File: config.mk
export PLATFORM = sky130hd
export DESIGN_NAME = refclk_stamp
export DESIGN_NICKNAME = d
export VERILOG_FILES = /design/src/rtl/refclk_stamp_pkg.sv /design/src/rtl/refclk_cycle_ctr.sv /design/src/rtl/refclk_sec_ctr.sv /design/src/rtl/refclk_err_flag.sv /design/src/rtl/refclk_stamp.sv
export SDC_FILE = /design/constraint.sdc
export NUM_CORES = 1
export LEC_CHECK = 0
export ABC_AREA = 1
export ABC_CLOCK_PERIOD_IN_PS = 3900
export BUFFER_PORTS_ARGS = -buffer_cell sky130_fd_sc_hd__buf_4
export CAP_MARGIN = 20
export CORE_ASPECT_RATIO = 1.2
export CORE_MARGIN = 1
export CORE_UTILIZATION = 30
export DETAILED_ROUTE_END_ITERATION = 8
export PLACE_DENSITY = 0.46
export SLEW_MARGIN = 20
export SYNTH_ARGS = -nofsm -noshare
export SYNTH_HDL_FRONTEND = slang
export SYNTH_SLANG_ARGS = --single-unit
export TNS_END_PERCENT = 50
File: constraint.sdc
create_clock -name clk -period 3.9 [get_ports clk]
set_input_delay 0.78 -clock clk [delete_from_list [all_inputs] [get_ports clk]]
set_output_delay 0.78 -clock clk [all_outputs]
set_load 0.02 [all_outputs]
File: src/rtl/refclk_stamp_pkg.sv
package refclk_stamp_pkg;
   localparam int REG_AW = 2;
   typedef enum logic [REG_AW-1:0] {
      IDX_CYCLES  = 2'd0,
      IDX_SECONDS = 2'd1,
      IDX_STATUS  = 2'd2,
      IDX_SPARE   = 2'd3
   } reg_idx_e;
   localparam int ERR_BIT = 0;
endpackage

File: src/rtl/refclk_cycle_ctr.sv
module refclk_cycle_ctr #(
   parameter int STEP = 16,
   parameter int WRAP = 25_000_000,
   parameter int CW   = $clog2(WRAP)
) (
   input  logic          clk,
   input  logic          rst_n,
   input  logic          tick,
   output logic [CW-1:0] count,
   output logic          carry
);
   localparam int LOW = $clog2(STEP);
   localparam logic [CW-1:0] LAST = CW'(WRAP - STEP);
   localparam logic [CW-1:0] INC  = CW'(STEP);

   generate
      if (STEP < 2 || (1 << LOW) != STEP) begin : g_bad_step
         $error("STEP must be a power of two of at least 2");
      end
      if (WRAP % STEP != 0) begin : g_bad_wrap
         $error("WRAP must be a multiple of STEP");
      end
   endgenerate

   assign carry = tick && (count == LAST);

   always_ff @(posedge clk) begin
      if (!rst_n)      count <= '0;
      else if (carry)  count <= '0;
      else if (tick)   count <= count + INC;
   end

   AST_LOW_BITS_ZERO: assert property (@(posedge clk) disable iff (!rst_n)
      count[LOW-1:0] == '0);
   AST_BELOW_WRAP: assert property (@(posedge clk) disable iff (!rst_n)
      32'(count) < WRAP);
   AST_HOLD_NO_TICK: assert property (@(posedge clk) disable iff (!rst_n)
      !tick |=> $stable(count));
   AST_WRAP_TO_ZERO: assert property (@(posedge clk) disable iff (!rst_n)
      carry |=> count == '0);
endmodule

File: src/rtl/refclk_sec_ctr.sv
module refclk_sec_ctr #(
   parameter int SEC_W = 32
) (
   input  logic             clk,
   input  logic             rst_n,
   input  logic             carry_in,
   output logic [SEC_W-1:0] seconds
);
   generate
      if (SEC_W < 1) begin : g_bad_w
         $error("SEC_W must be positive");
      end
   endgenerate

   always_ff @(posedge clk) begin
      if (!rst_n)        seconds <= '0;
      else if (carry_in) seconds <= seconds + 1'b1;
   end

   AST_SEC_ONLY_ON_CARRY: assert property (@(posedge clk) disable iff (!rst_n)
      !carry_in |=> $stable(seconds));
   AST_SEC_MOVES_ON_CARRY: assert property (@(posedge clk) disable iff (!rst_n)
      carry_in |=> !$stable(seconds));
endmodule

File: src/rtl/refclk_err_flag.sv
module refclk_err_flag (
   input  logic clk,
   input  logic rst_n,
   input  logic set_i,
   input  logic clr_i,
   output logic flag
);
   always_ff @(posedge clk) begin
      if (!rst_n)     flag <= 1'b0;
      else if (set_i) flag <= 1'b1;
      else if (clr_i) flag <= 1'b0;
   end

   AST_FLAG_STICKY: assert property (@(posedge clk) disable iff (!rst_n)
      (flag && !clr_i) |=> flag);
   AST_FLAG_SET: assert property (@(posedge clk) disable iff (!rst_n)
      set_i |=> flag);
endmodule

File: src/rtl/refclk_stamp.sv
module refclk_stamp
   import refclk_stamp_pkg::*;
#(
   parameter int STEP   = 16,
   parameter int WRAP   = 25_000_000,
   parameter int SEC_W  = 32,
   parameter int DATA_W = 32
) (
   input  logic              clk,
   input  logic              rst_n,
   input  logic              tick_en,
   input  logic [REG_AW-1:0] bus_addr,
   input  logic              bus_wr,
   input  logic [DATA_W-1:0] bus_wdata,
   output logic [DATA_W-1:0] bus_rdata
);
   localparam int CW = $clog2(WRAP);

   generate
      if (DATA_W < CW || DATA_W < SEC_W) begin : g_bad_data
         $error("DATA_W too narrow for the counters");
      end
   endgenerate

   logic [CW-1:0]    cyc;
   logic [SEC_W-1:0] sec;
   logic             carry;
   logic             err;
   logic             wr_cyc;
   logic             clr_err;

   assign wr_cyc  = bus_wr && (bus_addr == IDX_CYCLES);
   assign clr_err = bus_wr && (bus_addr == IDX_STATUS) && bus_wdata[ERR_BIT];

   refclk_cycle_ctr #(.STEP(STEP), .WRAP(WRAP), .CW(CW)) u_cyc (
      .clk(clk), .rst_n(rst_n), .tick(tick_en), .count(cyc), .carry(carry)
   );

   refclk_sec_ctr #(.SEC_W(SEC_W)) u_sec (
      .clk(clk), .rst_n(rst_n), .carry_in(carry), .seconds(sec)
   );

   refclk_err_flag u_err (
      .clk(clk), .rst_n(rst_n), .set_i(wr_cyc), .clr_i(clr_err), .flag(err)
   );

   always_comb begin
      bus_rdata = '0;
      case (bus_addr)
         IDX_CYCLES:  bus_rdata = DATA_W'(cyc);
         IDX_SECONDS: bus_rdata = DATA_W'(sec);
         IDX_STATUS:  bus_rdata[ERR_BIT] = err;
         default:     bus_rdata = '0;
      endcase
   end

   AST_CYC_WRITE_IGNORED: assert property (@(posedge clk) disable iff (!rst_n)
      (wr_cyc && !tick_en) |=> $stable(cyc));
   AST_WRAP_CARRIES: assert property (@(posedge clk) disable iff (!rst_n)
      (tick_en && $past(cyc) != '0 && cyc == '0) |-> $past(carry));
endmodule

== Word-level counts from Yosys, hierarchy flattened ==
Cells that the tools add are included.
W data, S select, Z words.
Word-level totals
  bits in registers: 58
  input port bits: 38
  logic and storage cells: 20
Cells by class
  add/subtract/negate cells: 2
  eq/ne operators: 3
  mux-type cells: 4
  bitwise operators: 1
  reductions and logical operators: 7
Operator list (count)
  $pmux W31 S2: 1
  $add A32 B1 Y32 const B: 1
  $add A25 B5 Y25 const B: 1
  $eq A25 B25 Y1 const B: 1
  $logic_and A1 B1 Y1: 4
  $pmux W1 S3: 1
  $eq A2 B1 Y1 const B: 1
  $eq A2 B2 Y1 const B: 1
  $logic_not A2 Y1: 1
  $mux W1: 2
  $reduce_bool A2 Y1: 1
  $reduce_or A2 Y1: 1
  $not A1 Y1: 1

== Logic depth before layout (Yosys ltp) ==
Gate-level depths: netlist of run 1.
  depth in word-level cells: 5
  mapped depth: 10
  depth with buffers taken out: 10

== By module ==
A second synthesis of run 1 with hierarchy kept.
Second synthesis, totals
  cells, all modules: 560
  area total of the unflattened synthesis: 3567.2 µm²
By module, submodules not included
  refclk_sec_ctr: times used 1, cells an instance 260, area each 1750.4 µm², sequential area each 640.6 µm²
  refclk_cycle_ctr: times used 1, cells an instance 190, area each 1295.0 µm², sequential area each 420.4 µm²
  refclk_stamp: times used 1, cells an instance 104, area each 478.0 µm², sequential area each 0.0 µm²
  refclk_err_flag: times used 1, cells an instance 6, area each 43.8 µm², sequential area each 20.0 µm²

== Worst setup path after synthesis of run 1 ==
No wires, ideal clock.
  path type: input to output
  start: in bus_addr[1]
  end: out bus_rdata[10]
  arrival time: 1817 ps
  slack: 1303 ps
  stages on the path: 6
  path through: inv_1 -> ha_1 -> clkbuf_1 -> clkbuf_1 -> nand2_1 -> o21ai_0
On the way
  longest elaborated chain between the ends: 2
  elaborated cells between the ends (all ways): 3
  classes of those cells: eq/ne (1); mux (1); reduce/logical (1)
Ends and longest elaborated chain
  from (decl): line refclk_stamp.sv:12  | input logic [REG_AW-1:0] bus_addr,
  $eq A2 B1 Y1 or $logic_not A2 Y1 (tied branches): line refclk_stamp.sv:49  | case (bus_addr)
  $pmux W31 S2 (*): line refclk_stamp.sv:49
  to (decl): line refclk_stamp.sv:15  | output logic [DATA_W-1:0] bus_rdata
Every way passes the cells marked *; elsewhere a longest branch is shown, timed or not.

== Worst setup path in the final report of run 1 ==
  start: in bus_addr[1]
  end: out bus_rdata[14]
The elaborated chain is that of the path after synthesis.

==> run_results.csv, run 1 <==
group,metric,value,unit
sta,clock.fmax,359,MHz
outcome,outcome,"complete, no violations",
synthesis,synth.area.top_cells,"dfxtp_1 32%, nand2_1 14%, nor2_1 10%",
worst_hold_path,hold_end,"u_cyc.count[23]",
synthesis,synth-seq-area-share,31.6,%
finish,drive_gt1_share,14.7,%
clocking,clockBufferDepth,2,
setup_path,crit_type,"primary input to primary output",
routing,drc,0,
power_and_ir_drop,power_density,267,mW/mm^2
sta,grt_setup_unrepaired,"no",
routing,wl_per_cell,13.1,um
global_routing,grtUsageTotal,17.1,%
power_and_ir_drop,p_int,0.822,mW
routing,drt-initial-drc-count,146,
synthesis,ys_ff_latch,54,
floorplanning,die_y,119,um
clocking,tritoncts,"yes",
clocking,cts_buffers,5,
place,numPortBuffers,38,
setup_path,rr_startpoint,"u_cyc.count[4]",
synthesis,synth_top_area_share,31.6,%
clocking,clock_sinks,54,
setup_path,timing.critical_path.to_type,"primary output",
sta,skew,0.00850,ns
job,cap_viol_max_count,0,
power_and_ir_drop,p_sw_share,23.2,%
power_and_ir_drop,finalPower,1.07,mW
synthesis,syn_area,0.00343,mm^2
worst_hold_path,hold_path_depth,2,
finish,diodes,0,
setup_path,worst-r2r-setup-slack,1.86,ns
setup_path,arrival,2.00,ns
routing,dr.pass1.iters,4,
power_and_ir_drop,seqPwrFrac,51.8,%
routing,ant_nets,0,
synthesis,ys_types,33,
synthesis,yosysWarnings,0,
clocking,clkTransAtPathRegs,0.07,ns
place,dp_hpwl,7550,um
global_routing,antenna_found_initial,0,
sta,slew_viol_final,0,
synthesis,avgSynthCellArea,6.25,um^2
clocking,cts-resized-gates,0,
clocking,postCtsSetupBuffers,0,
routing,via_per_inst,4.64,
setup_path,cp-start-kind,"primary input",
sta,setup_viol,0,
routing,num_vias,3426,
global_routing,grt_pass1_vias,3222,
global_routing,grt-ovfl-total,0,
setup_path,ff2ff_path_depth,8,
worst_hold_path,hold_path_startpoint,"u_cyc.count[23]",
synthesis,synth.largest_area_cell,"dfxtp_1",
sta,final.setup.tns,0,ns
clocking,hold_buffers,0,
sta,fin_crit_sh,71.4,%
floorplanning,io_pins,70,
setup_path,cp.required,3.12,ns
place,gp_congestion,0.822,
finish,syn2layout_area_growth,16.9,%
power_and_ir_drop,p_leak,1.65,nW
setup_path,r2r-end,"u_cyc.count[15]",
floorplanning,fp.dieW,99.6,um
global_routing,grt_max_degree,31,
routing,wirelength,9690,um
clocking,htree_levels,2,
setup_path,crit_path_max_fanout,21,
floorplanning,die_area,0.0119,mm^2
worst_hold_path,hold_path_class,"flop to flop",
floorplanning,num_rows,42,
sta,period_minus_slack,2.78,ns
synthesis,syn_inst,548,
finish,nets,626,
power_and_ir_drop,combinationalPowerShare,4.2,%
clocking,root_buffer,"clkbuf_16",
sta,relSlewSlack,53.9,%
power_and_ir_drop,peakVddDrop,0.000174,V
clocking,insertion_delay,0.30,ns
power_and_ir_drop,p_switching,0.248,mW
synthesis,syn_nets,591,
sta,worst_slew_pin_slew,0.690,ns
global_routing,grt_pass1_wl,15800,um
floorplanning,core_area,0.0111,mm^2
sta,hold_viol_final,0,
power_and_ir_drop,power.share.clock,44.0,%
floorplanning,start_util,30.9,%
==> layout by cell type (no fill, tap or decap), types with 2 or more instances in the layout <==
master,synthesis,final
nor2_2,10,10
inv_1,68,68
nand2_1,132,132
ha_1,5,5
nor2_1,92,92
nor2_8,2,2
nand3_4,2,2
o21ai_1,2,2
a21oi_1,33,33
xor2_1,10,10
o22ai_1,5,5
a22o_1,2,2
nor2_4,6,6
dfxtp_1,54,54
buf_4,0,39
nand4_1,10,10
nand2_2,7,7
o21ai_0,22,22
nor3_1,14,14
clkbuf_16,0,5
nand3_1,44,44
inv_2,8,8
==> worst max-delay path by stage <==
stage	cells past startpoint	end	from	slack, ns
floorplan	6	bus_rdata[10]	bus_addr[1]	1.30
global placement	7	bus_rdata[10]	bus_addr[1]	1.11
detailed placement	7	bus_rdata[13]	bus_addr[1]	1.11
CTS	7	bus_rdata[13]	bus_addr[1]	1.10
global route	7	bus_rdata[20]	bus_addr[1]	0.99
finish	7	bus_rdata[14]	bus_addr[1]	1.12
==> flip-flops by register name (all words and copies together) (netlist names) <==
signal	count
u_sec.seconds	32
u_cyc.count	21
u_err.flag	1
==> cells in the mapped netlist, drive strengths merged <==
cell	number
a22o	2
xor2	10
or2	1
dfxtp	54
buf	7
nor4	1
a31oi	1
o21ai	24
clkbuf	4
nor2	110
nor3	15
a21boi	1
nand4	10
o211ai	1
nand2	140
nand3	47
inv	76
ha	5
o22ai	5
a21oi	34
==> worst max-delay path, stage by stage <==
cell,delay [ns]
buf_4,0.12
inv_1,0.07
ha_1,0.33
buf_4,0.31
nand2_1,0.10
o21ai_0,0.11
buf_4,0.18
==> area by class of cell <==
cell class                      instances  area, um^2
Multi-Input combinational cell        407        2010
Clock buffer                            7         143
Clock inverter                          1        5.00
Fill cell                            1198        7080
Timing Repair Buffer                   39         293
Tap cell                              154         193
Inverter                               76         285
Sequential cell                        54        1080
==> metrics by stage <==
stage	worst slack (ns)	cell area, um^2	hold WS, ns	instances	utilization, %
CTS	1.10	4010	0.471	738	36.1
global placement	1.11	3860	0.453	730	34.8
floorplan	1.30	3430	0.439	548	-
detailed placement	1.11	3860	0.460	730	34.8
global route	0.988	4010	0.489	738	36.1
finish	1.12	4010	0.466	738	36.1
==> power groups by stage <==
stage	Sequential, mW	Combinational (mW)	Clock (mW)
floorplan	0.567	0.0300	0
global placement	0.568	0.0452	0
detailed placement	0.568	0.0457	0
CTS	0.554	0.0458	0.493
global route	0.555	0.0503	0.506
finish	0.555	0.0447	0.472
==> per-layer routing <==
| metal | routed length, um | track usage (%) | part of all wire (%) |
|---|---|---|---|
| met1 | 4290 | 20.0 | 44 |
| met2 | 5080 | 31.4 | 52 |
| met5 | 0 | 0 | 0 |
| met4 | 112 | 5.88 | 1.2 |
| met3 | 212 | 2.46 | 2.2 |
==> kinds of logic (layout without fill, tap and decap cells) <==
logic type               Yosys count  in the layout  synth area share (%)
AND/OR/NAND/NOR                  324            324                  43.6
buffers and inverters             87            123                  9.86
AO/OA/AOI/OAI                     68             68                  10.6
flip-flops                        54             54                  31.6
XOR/XNOR                          10             10                  2.56
adder cells (fa/ha/maj)            5              5                  1.83
Note: power is estimated with default switching activity, not from simulation.
==> inputs of run 2 (changes only) <==
ABC_CLOCK_PERIOD_IN_PS = 2630   (was 3900)
clock period = 2.63 ns   (was 3.9 ns; I/O delays follow)
==> run 2 against run 1 <==
Sequential cell count unchanged. Power up 54%. First-iteration DRC count up 40%. Sequential power up 48%. Die area unchanged. Non-clock buffer count up 2. Via count up 0.44%. Largest cell class unchanged.
==> run_results.csv, run 2 (synthesized netlist as in run 1, its figures left out) <==
group,metric,value,unit
place,gp_congestion,0.834,
setup_path,ff2ff_path_depth,6,
setup_path,crit_type,"primary input to primary output",
sta,relSlewSlack,72.2,%
finish,diodes,0,
finish,layout_commonest_cell,"nand2_1",
floorplanning,die_area,0.0119,mm^2
sta,period_minus_slack,2.24,ns
setup_path,cpPeakStageDelay,0.38,ns
worst_hold_path,hold_path_startpoint,"u_cyc.count[23]",
floorplanning,die_y,119,um
routing,drt-initial-drc-count,204,
sta,clock.fmax,446,MHz
setup_path,cp-start-kind,"primary input",
routing,ant_nets,0,
sta,setup_viol,0,
power_and_ir_drop,p_int,1.28,mW
setup_path,path_cells,"buf_4, inv_1, ha_1, buf_12, nand2_1, o21ai_0, buf_4",
floorplanning,fp.dieW,99.6,um
clocking,clkTransAtPathRegs,0.07,ns
floorplanning,num_rows,42,
routing,dr.pass1.iters,5,
power_and_ir_drop,power.share.clock,45.8,%
finish,nets,628,
worst_hold_path,hold_end,"u_cyc.count[23]",
finish,top_register,"u_sec.seconds",
sta,final.setup.tns,0,ns
power_and_ir_drop,p_switching,0.372,mW
floorplanning,start_util,30.9,%
clocking,hold_buffers,0,
setup_path,cp.required,2.10,ns
setup_path,path_delay_family,"buffers and inverters",
finish,syn2layout_area_growth,18.3,%
setup_path,crit_buf_inv,4,
global_routing,grt_max_degree,31,
place,placed_cell_area,0.00389,mm^2
routing,wirelength,9740,um
clocking,postCtsSetupBuffers,0,
power_and_ir_drop,seqPwrFrac,49.9,%
global_routing,antenna_found_initial,0,
clocking,clockBufferDepth,2,
routing,via_per_inst,4.65,
routing,num_vias,3441,
outcome,outcome,"complete, no violations",
routing,drc,0,
floorplanning,core_area,0.0111,mm^2
global_routing,grtUsageTotal,17.1,%
power_and_ir_drop,p_sw_share,22.6,%
setup_path,slowest_stage,"ha_1",
finish,drive_gt1_share,15.2,%
power_and_ir_drop,power_density,407,mW/mm^2
power_and_ir_drop,combinationalPowerShare,4.3,%
worst_hold_path,hold_path_class,"flop to flop",
floorplanning,io_pins,70,
sta,grt_setup_unrepaired,"no",
setup_path,timing.critical_path.to_type,"primary output",
place,numPortBuffers,38,
power_and_ir_drop,peakVddDrop,0.000230,V
power_and_ir_drop,p_leak,1.68,nW
setup_path,cp.depth,7,
routing,wl_per_cell,13.2,um
sta,hold_viol_final,0,
clocking,root_buffer,"clkbuf_16",
global_routing,grt_pass1_wl,15700,um
clocking,htree_levels,2,
sta,fin_crit_sh,85.2,%
sta,holdWs,0.460,ns
setup_path,crit_path_max_fanout,21,
job,cap_viol_max_count,0,
sta,worst_slew_pin_slew,0.415,ns
setup_path,rr_startpoint,"u_cyc.count[4]",
sta,skew,0.00408,ns
clocking,cts_buffers,5,
clocking,insertion_delay,0.30,ns
finish,largestRegisters,"u_sec.seconds: 32 flops, u_cyc.count: 21 flops, u_err.flag: 1 flops",
global_routing,grt-ovfl-total,0,
global_routing,grt_pass1_vias,3148,
clocking,clock_sinks,54,
setup_path,r2r-end,"u_cyc.count[12]",
worst_hold_path,hold_path_depth,2,
place,dp_hpwl,7590,um
finish,final_cell_mix,"132 x nand2_1, 92 x nor2_1, 68 x inv_1",
setup_path,worst-r2r-setup-slack,0.82,ns
finish,largest_register_ff_count,32,
clocking,tritoncts,"yes",
setup_path,path_common_cell,"buf_4",
finish,final_area,0.00405,mm^2
setup_path,arrival,1.71,ns
sta,slew_viol_final,0,
clocking,cts-resized-gates,0,
-- run 2: cell types whose count changed in the layout (fill, tap and decap cells not counted) --
cell	previous run	this run
clkbuf_8	1	3
buf_12	0	1
buf_4	39	40
clkbuf_1	1	0
clkinv_2	1	0
-- run 2: how the worst max path moves through the flow --
| stage | start | slack, ns | endpoint |
|---|---|---|---|
| global placement | bus_addr[1] | 0.41 | bus_rdata[9] |
| detailed placement | bus_addr[1] | 0.39 | bus_rdata[10] |
| floorplan | bus_addr[1] | 0.54 | bus_rdata[10] |
| global route | bus_addr[1] | 0.30 | bus_rdata[16] |
| CTS | bus_addr[1] | 0.39 | bus_rdata[10] |
| finish | bus_addr[1] | 0.39 | bus_rdata[10] |
-- run 2: worst reg2reg max path: stages, from the launching register on --
cell and delay, ns:
dfxtp_1 0.38, ha_1 0.31, nand3_1 0.19, nor2_1 0.24, nand4_1 0.20, or2_2 0.32, a21oi_1 0.11
-- run 2: final cells by class --
type,count,area [um^2]
multi-input combinational,407,2010
timing repair buffer,41,320
clock buffer,8,166
sequential,54,1080
fill,1221,7040
inverter,76,285
tap,154,193
-- run 2: per-layer routing --
layer  up-vias  GRT usage, %  wire, um
li1       1810             -         -
met1      1559          20.3      4190
met2        60          31.0      5010
met3        12          2.46       370
met4         0          5.79       166
met5         -             0         0
-- run 2: power by group through the flow --
stage	logic, mW	clock network, mW	registers, mW
finish	0.0708	0.756	0.822
global route	0.0787	0.815	0.823
CTS	0.0726	0.773	0.822
detailed placement	0.0724	0	0.842
global placement	0.0715	0	0.842
floorplan	0.0445	0	0.841
-- run 2: through the flow --
stage,instances,utilization [%],power (mW),worst slack [ns]
floorplan,548,-,0.886,0.541
global placement,732,35.0,0.913,0.408
detailed placement,732,35.0,0.914,0.393
CTS,740,36.5,1.67,0.393
global route,740,36.5,1.72,0.304
finish,740,36.5,1.65,0.390
